### config.mk
export PLATFORM = sky130hd
export DESIGN_NAME = softstart_seq
export DESIGN_NICKNAME = d
export VERILOG_FILES = /design/src/rtl/ss_pkg.sv /design/src/rtl/ss_tick_counter.sv /design/src/rtl/ss_phase_ctrl.sv /design/src/rtl/softstart_seq.sv
export SDC_FILE = /design/constraint.sdc
export NUM_CORES = 1
export LEC_CHECK = 0
export BUFFER_PORTS_ARGS = -buffer_cell sky130_fd_sc_hd__buf_4
export CORE_MARGIN = 8
export CORE_UTILIZATION = 36
export CTS_CLUSTER_DIAMETER = 200
export DETAILED_ROUTE_END_ITERATION = 12
export HOLD_SLACK_MARGIN = 0.03
export RECOVER_POWER = 50
export SLEW_MARGIN = 10
export SYNTH_ARGS = -nofsm -noshare
export SYNTH_HDL_FRONTEND = slang
export SYNTH_HIERARCHICAL = 1
export SYNTH_SLANG_ARGS = --single-unit
### constraint.sdc
create_clock -name clk -period 6.1 [get_ports clk]
set_input_delay 1.525 -clock clk [delete_from_list [all_inputs] [get_ports clk]]
set_output_delay 1.525 -clock clk [all_outputs]
set_load 0.02 [all_outputs]
### src/rtl/ss_pkg.sv
// Package ss_pkg
// Shared phase encoding for the soft-start sequencer.
// Assumes: none; types only.
package ss_pkg;
    typedef enum logic [1:0] {
        PH_IDLE  = 2'd0,
        PH_DELAY = 2'd1,
        PH_RAMP  = 2'd2,
        PH_DONE  = 2'd3
    } ss_phase_e;
endpackage

### src/rtl/ss_tick_counter.sv
// Module ss_tick_counter
// Counts accepted ticks modulo LIMIT and flags the tick that completes a period.
// Assumes: LIMIT >= 1; clr_i has priority over counting; the wrap flag is
// combinational and valid in the cycle of the completing tick.
module ss_tick_counter #(
    parameter int LIMIT = 64,
    localparam int CW = (LIMIT > 1) ? $clog2(LIMIT) : 1
) (
    input  logic clk,
    input  logic rst_n,
    input  logic clr_i,
    input  logic run_i,
    input  logic tick_i,
    output logic wrap_o
);
    localparam logic [CW-1:0] LAST = CW'(LIMIT - 1);

    logic [CW-1:0] cnt_q;

    // Flags the tick that lands on the last count of the period.
    always_comb begin
        wrap_o = run_i && tick_i && (cnt_q == LAST);
    end

    // Advances on accepted ticks and wraps at the end of each period.
    always_ff @(posedge clk) begin
        if (!rst_n) begin
            cnt_q <= '0;
        end else if (clr_i) begin
            cnt_q <= '0;
        end else if (run_i && tick_i) begin
            cnt_q <= wrap_o ? '0 : cnt_q + 1'b1;
        end
    end
endmodule

### src/rtl/ss_phase_ctrl.sv
// Module ss_phase_ctrl
// Phase controller: idle -> delay -> ramp -> done, with the reference code register.
// Assumes: go_i is the combined enable and supply-valid condition; its loss
// forces idle from any phase; the wrap inputs come from the tick counters.
module ss_phase_ctrl
    import ss_pkg::*;
#(
    parameter int NUM_STEPS = 32,
    parameter int CODE_W    = 6
) (
    input  logic              clk,
    input  logic              rst_n,
    input  logic              go_i,
    input  logic              delay_wrap_i,
    input  logic              step_wrap_i,
    output ss_phase_e         phase_o,
    output logic [CODE_W-1:0] code_o
);
    localparam logic [CODE_W-1:0] CODE_TOP  = CODE_W'(NUM_STEPS);
    localparam logic [CODE_W-1:0] CODE_LAST = CODE_W'(NUM_STEPS - 1);

    ss_phase_e         phase_q, phase_d;
    logic [CODE_W-1:0] code_q, code_d;

    // Chooses the next phase and code from the current phase and counter flags.
    always_comb begin
        phase_d = phase_q;
        code_d  = code_q;
        if (!go_i) begin
            phase_d = PH_IDLE;
            code_d  = '0;
        end else begin
            unique case (phase_q)
                PH_IDLE: begin
                    phase_d = PH_DELAY;
                    code_d  = '0;
                end
                PH_DELAY: begin
                    if (delay_wrap_i) phase_d = PH_RAMP;
                end
                PH_RAMP: begin
                    if (step_wrap_i) begin
                        code_d = code_q + 1'b1;
                        if (code_q == CODE_LAST) phase_d = PH_DONE;
                    end
                end
                PH_DONE: begin
                    code_d = CODE_TOP;
                end
                default: begin
                    phase_d = PH_IDLE;
                    code_d  = '0;
                end
            endcase
        end
    end

    // Registers phase and code.
    always_ff @(posedge clk) begin
        if (!rst_n) begin
            phase_q <= PH_IDLE;
            code_q  <= '0;
        end else begin
            phase_q <= phase_d;
            code_q  <= code_d;
        end
    end

    assign phase_o = phase_q;
    assign code_o  = code_q;
endmodule

### src/rtl/softstart_seq.sv
// Module softstart_seq
// Top of the stepped soft-start sequencer: gates start-up on enable and supply
// valid, holds the amplifier through a tick-counted delay, then steps the
// reference code up to NUM_STEPS at STEP_TICKS ticks per step.
// Assumes: tick_i is a single-clock pulse per switching cycle, synchronous to clk.
module softstart_seq
    import ss_pkg::*;
#(
    parameter int DELAY_TICKS = 120000,
    parameter int STEP_TICKS  = 64,
    parameter int NUM_STEPS   = 32,
    localparam int CODE_W = $clog2(NUM_STEPS + 1)
) (
    input  logic              clk,
    input  logic              rst_n,
    input  logic              en_i,
    input  logic              supply_ok_i,
    input  logic              tick_i,
    output logic [CODE_W-1:0] ref_code_o,
    output logic              amp_hold_o,
    output logic              done_o
);
    ss_phase_e phase;
    logic      go;
    logic      delay_wrap, step_wrap;
    logic      in_delay, in_ramp;

    // Combines the start conditions and decodes the phase.
    always_comb begin
        go       = en_i && supply_ok_i;
        in_delay = (phase == PH_DELAY);
        in_ramp  = (phase == PH_RAMP);
    end

    ss_tick_counter #(.LIMIT(DELAY_TICKS)) u_delay_cnt (
        .clk    (clk),
        .rst_n  (rst_n),
        .clr_i  (!go || !in_delay),
        .run_i  (in_delay),
        .tick_i (tick_i),
        .wrap_o (delay_wrap)
    );

    ss_tick_counter #(.LIMIT(STEP_TICKS)) u_step_cnt (
        .clk    (clk),
        .rst_n  (rst_n),
        .clr_i  (!go || !in_ramp),
        .run_i  (in_ramp),
        .tick_i (tick_i),
        .wrap_o (step_wrap)
    );

    ss_phase_ctrl #(.NUM_STEPS(NUM_STEPS), .CODE_W(CODE_W)) u_ctrl (
        .clk          (clk),
        .rst_n        (rst_n),
        .go_i         (go),
        .delay_wrap_i (delay_wrap),
        .step_wrap_i  (step_wrap),
        .phase_o      (phase),
        .code_o       (ref_code_o)
    );

    // Drives the status outputs from the registered phase.
    always_comb begin
        amp_hold_o = in_delay;
        done_o     = (phase == PH_DONE);
    end
endmodule

==> impl_metrics.env <==
export IMPL_powerDensity_nw_per_um2=206.9
export IMPL_post_route_drc_count=0
export IMPL_dpl_cell_area_um2=1904
export IMPL_r2r_start="u_ctrl/phase_o[0]"
export IMPL_ff2ff_path_depth=8
export IMPL_regToRegSetupSlack_ns=3.45
export IMPL_worstPathRequired_ns=6.27
export IMPL_critPathLaunchType="input port"
export IMPL_place_congestion=0.7641
export IMPL_dr_pass1_iters=4
export IMPL_path_buf_inv=2
export IMPL_grt_pass1_wl_um=6244
export IMPL_nNetsFinal=226
export IMPL_setup_viol=0
export IMPL_fin_setup_tns_ns=0
export IMPL_slew_headroom=0.5812
export IMPL_ir_drop_mv=0.06563
export IMPL_grt_remaining_overflow=0
export IMPL_period_needed_ns=3.349
export IMPL_final_instance_count_excl_fill=282
export IMPL_cts_resized=0
export IMPL_clkTransAtPathRegs_ns=0.07
export IMPL_fin_skew_ns=0.007930
export IMPL_start_util=0.3722
export IMPL_ys_warnings_count=6
export IMPL_core_um2=4723
export IMPL_clock_latency_ns=0.29
export IMPL_fin_ws_ns=2.751
export IMPL_io_buffer_count=12
export IMPL_clock_sinks=31
export IMPL_hold_path_class="register to register"
export IMPL_synthToLayoutAreaGrowth_pct=10.75
export IMPL_first_global_vias=1340
export IMPL_path_class="input port to register"
export IMPL_slew_viol_final=0
export IMPL_yosys_area_share_xor_xnor=0.06975
export IMPL_crit_chain="clkbuf_1 -> and4_1 -> nand4_1 -> nor3_1 -> inv_1 -> a221oi_4 -> nand3_1 -> nor3b_2"
export IMPL_ys_types=45
export IMPL_cts_hold_buffers=0
export IMPL_grt_usage=0.1056
export IMPL_cp_max_fo=12
export IMPL_syn_area_um2=1758
export IMPL_die_height_um=85.88
export IMPL_antenna_found_initial=0
export IMPL_post_cts_buffers=0
export IMPL_finalHoldViolations=0
export IMPL_min_to="u_delay_cnt/cnt_q[16]"
export IMPL_via_count=1457
export IMPL_synthMuxAreaShare=0.005694
export IMPL_grt_max_degree=14
export IMPL_hpwl_um=2523
export IMPL_final_area_um2=1947
export IMPL_wl_um=3555
export IMPL_io_pins=13
export IMPL_synthAdderAreaFrac=0.04982
export IMPL_critPathSlowestCell="and4_1"
export IMPL_yosysSeqAreaShare=0.3530
export IMPL_cp_end_kind="register"
export IMPL_avgRoutedWirePerCell_um=12.61
export IMPL_worstMarginPinSlew_ns=0.6281
export IMPL_synth_simple_area_share=0.3488
export IMPL_synth_nets=210
export IMPL_ys_ff_latch=31
export IMPL_place_ws_ns=2.856
export IMPL_status="complete, no violations"
export IMPL_synth_top_family_by_area="simple AND/OR/NAND/NOR gates"
export IMPL_clock_fmax_mhz=298.6
export IMPL_numCtsBuffers=5
export IMPL_min_from="u_delay_cnt/cnt_q[16]"
export IMPL_placementRows=25
export IMPL_period_share=0.5490
export IMPL_drtAntennaViolNets=0
export IMPL_critical_path_top_delay_family="simple AND/OR/NAND/NOR gates"
export IMPL_dieArea_um2=7375
export IMPL_initialDrtViolationCount=72
export IMPL_slowest_delay_ns=0.39
export IMPL_p_leak_uw=0.0006090
export IMPL_clock_path_buffers=2
export IMPL_n_antenna_cell=0
export IMPL_cts_htree_levels=2
export IMPL_cts_tree="yes"
export IMPL_rsz0062_at_grt="false"
export IMPL_critPathArrivalTime_ns=3.52
export IMPL_rr_endpoint="u_ctrl/phase_o[1]"
export IMPL_avgSynthCellArea_um2=8.878
export IMPL_via_per_inst=5.167
export IMPL_cts_root_buf="clkbuf_8"
export IMPL_holdPathStages=2
export IMPL_cap_violations=0
export IMPL_die_x_um=85.88
export IMPL_drive_gt1_frac=0.1209
export IMPL_synth_compound_area_frac=0.1466
export IMPL_syn_inst=198
export IMPL_placed_cells=274
[cells in the mapped netlist (all sizes together)]
master	instances	area, um^2
and4	4	35.03
a21bo	1	10.01
or3	3	23.77
and2b	1	8.760
nor2	20	75.07
a221oi	1	26.28
a21o	2	17.52
a31oi	2	12.51
nor3	7	35.03
or4b	1	13.76
a311oi	1	8.760
inv	5	18.77
nand4	9	77.57
xnor2	6	52.55
or4	2	15.01
o31ai	5	56.30
nor2b	2	12.51
dfxtp	31	620.6
nor3b	1	12.51
and2	3	21.27
nand4b	4	35.03
o211ai	1	7.510
mux2i	1	10.01
nand4bb	1	11.26
nor4	3	18.77
nand3	15	85.08
a211o	1	8.760
and3	5	31.28
nand2	17	63.81
ha	7	87.58
a21oi	15	86.34
nand2b	6	37.54
buf	3	27.52
xor2	8	70.07
o21ai	4	23.77
[layer usage]
metal / routed length (um) / vias up / part of all wire / track usage
met1: 1753 / 661 / 0.49 / 0.1335
li1: - / 761 / - / -
met3: 165 / 7 / 0.046 / 0.03820
met2: 1563 / 28 / 0.44 / 0.1533
met5: 0 / - / 0 / 0
met4: 74 / 0 / 0.021 / 0.05255
[flip-flops by register name (all words and copies together) (netlist names)]
| signal | count |
|---|---|
| u_step_cnt/cnt_q | 6 |
| u_ctrl/code_o | 6 |
| u_delay_cnt/cnt_q | 17 |
| u_ctrl/phase_o | 2 |
[worst max path at each step]
| stage | from | endpoint | slack (ns) | depth (start not counted) |
|---|---|---|---|---|
| after global placement | tick_i | u_ctrl/phase_o[1] | 2.89 | 8 |
| after global routing | tick_i | u_ctrl/phase_o[1] | 2.53 | 8 |
| final | tick_i | u_ctrl/phase_o[1] | 2.75 | 8 |
| after floorplan | tick_i | u_ctrl/phase_o[1] | 3.17 | 8 |
| after detailed placement | tick_i | u_ctrl/phase_o[1] | 2.86 | 8 |
| after CTS | u_ctrl/phase_o[0] | amp_hold_o | 3.11 | 2 |
[layout by cell type, fill, tap and decap left out, types with 8 or more instances in the layout]
cell / count
a21oi_1: 15
clkbuf_1: 9
dfxtp_1: 31
nand2_1: 17
nand3_1: 13
nand4_1: 8
nor2_1: 20
xor2_1: 8
[cell type report]
cell class / instances / area (um^2)
Timing Repair Buffer: 12 / 60.06
Fill cell: 485 / 2776
Tap cell: 67 / 83.83
Sequential cell: 31 / 620.6
Clock buffer: 8 / 100.1
Inverter: 5 / 18.77
Multi-Input combinational cell: 159 / 1064
[where the power goes]
part / leakage, uW / internal, uW / switching, uW
Clock: 0.0000515 / 103 / 76.1
Combinational: 0.000308 / 8.36 / 11.0
Sequential: 0.000250 / 203 / 1.39
[worst min-delay path, stage by stage (launching register included)]
cell	delay (ns)
dfxtp_1	0.32
o31ai_1	0.06
a21oi_1	0.05
[through the flow]
stage | hold WS [ns] | power, uW | utilization
4_1_cts | 0.4825 | 410.2 | 0.4244
5_1_grt | 0.4998 | 422.2 | 0.4122
3_5_place_dp | 0.4745 | 229.6 | 0.4032
2_1_floorplan | 0.4455 | 223.2 | -
6_report | 0.4786 | 402.8 | 0.4122
3_3_place_gp | 0.4706 | 229.5 | 0.4032
[cells by family after synthesis]
| family | after synthesis |
|---|---|
| compound gates | 33 |
| xor+xnor | 14 |
| buf+inv | 8 |
| fa+ha+maj | 7 |
| flops | 31 |
| mux | 1 |
| simple gates | 104 |
No activity file was read; power rests on OpenSTA's default activity.
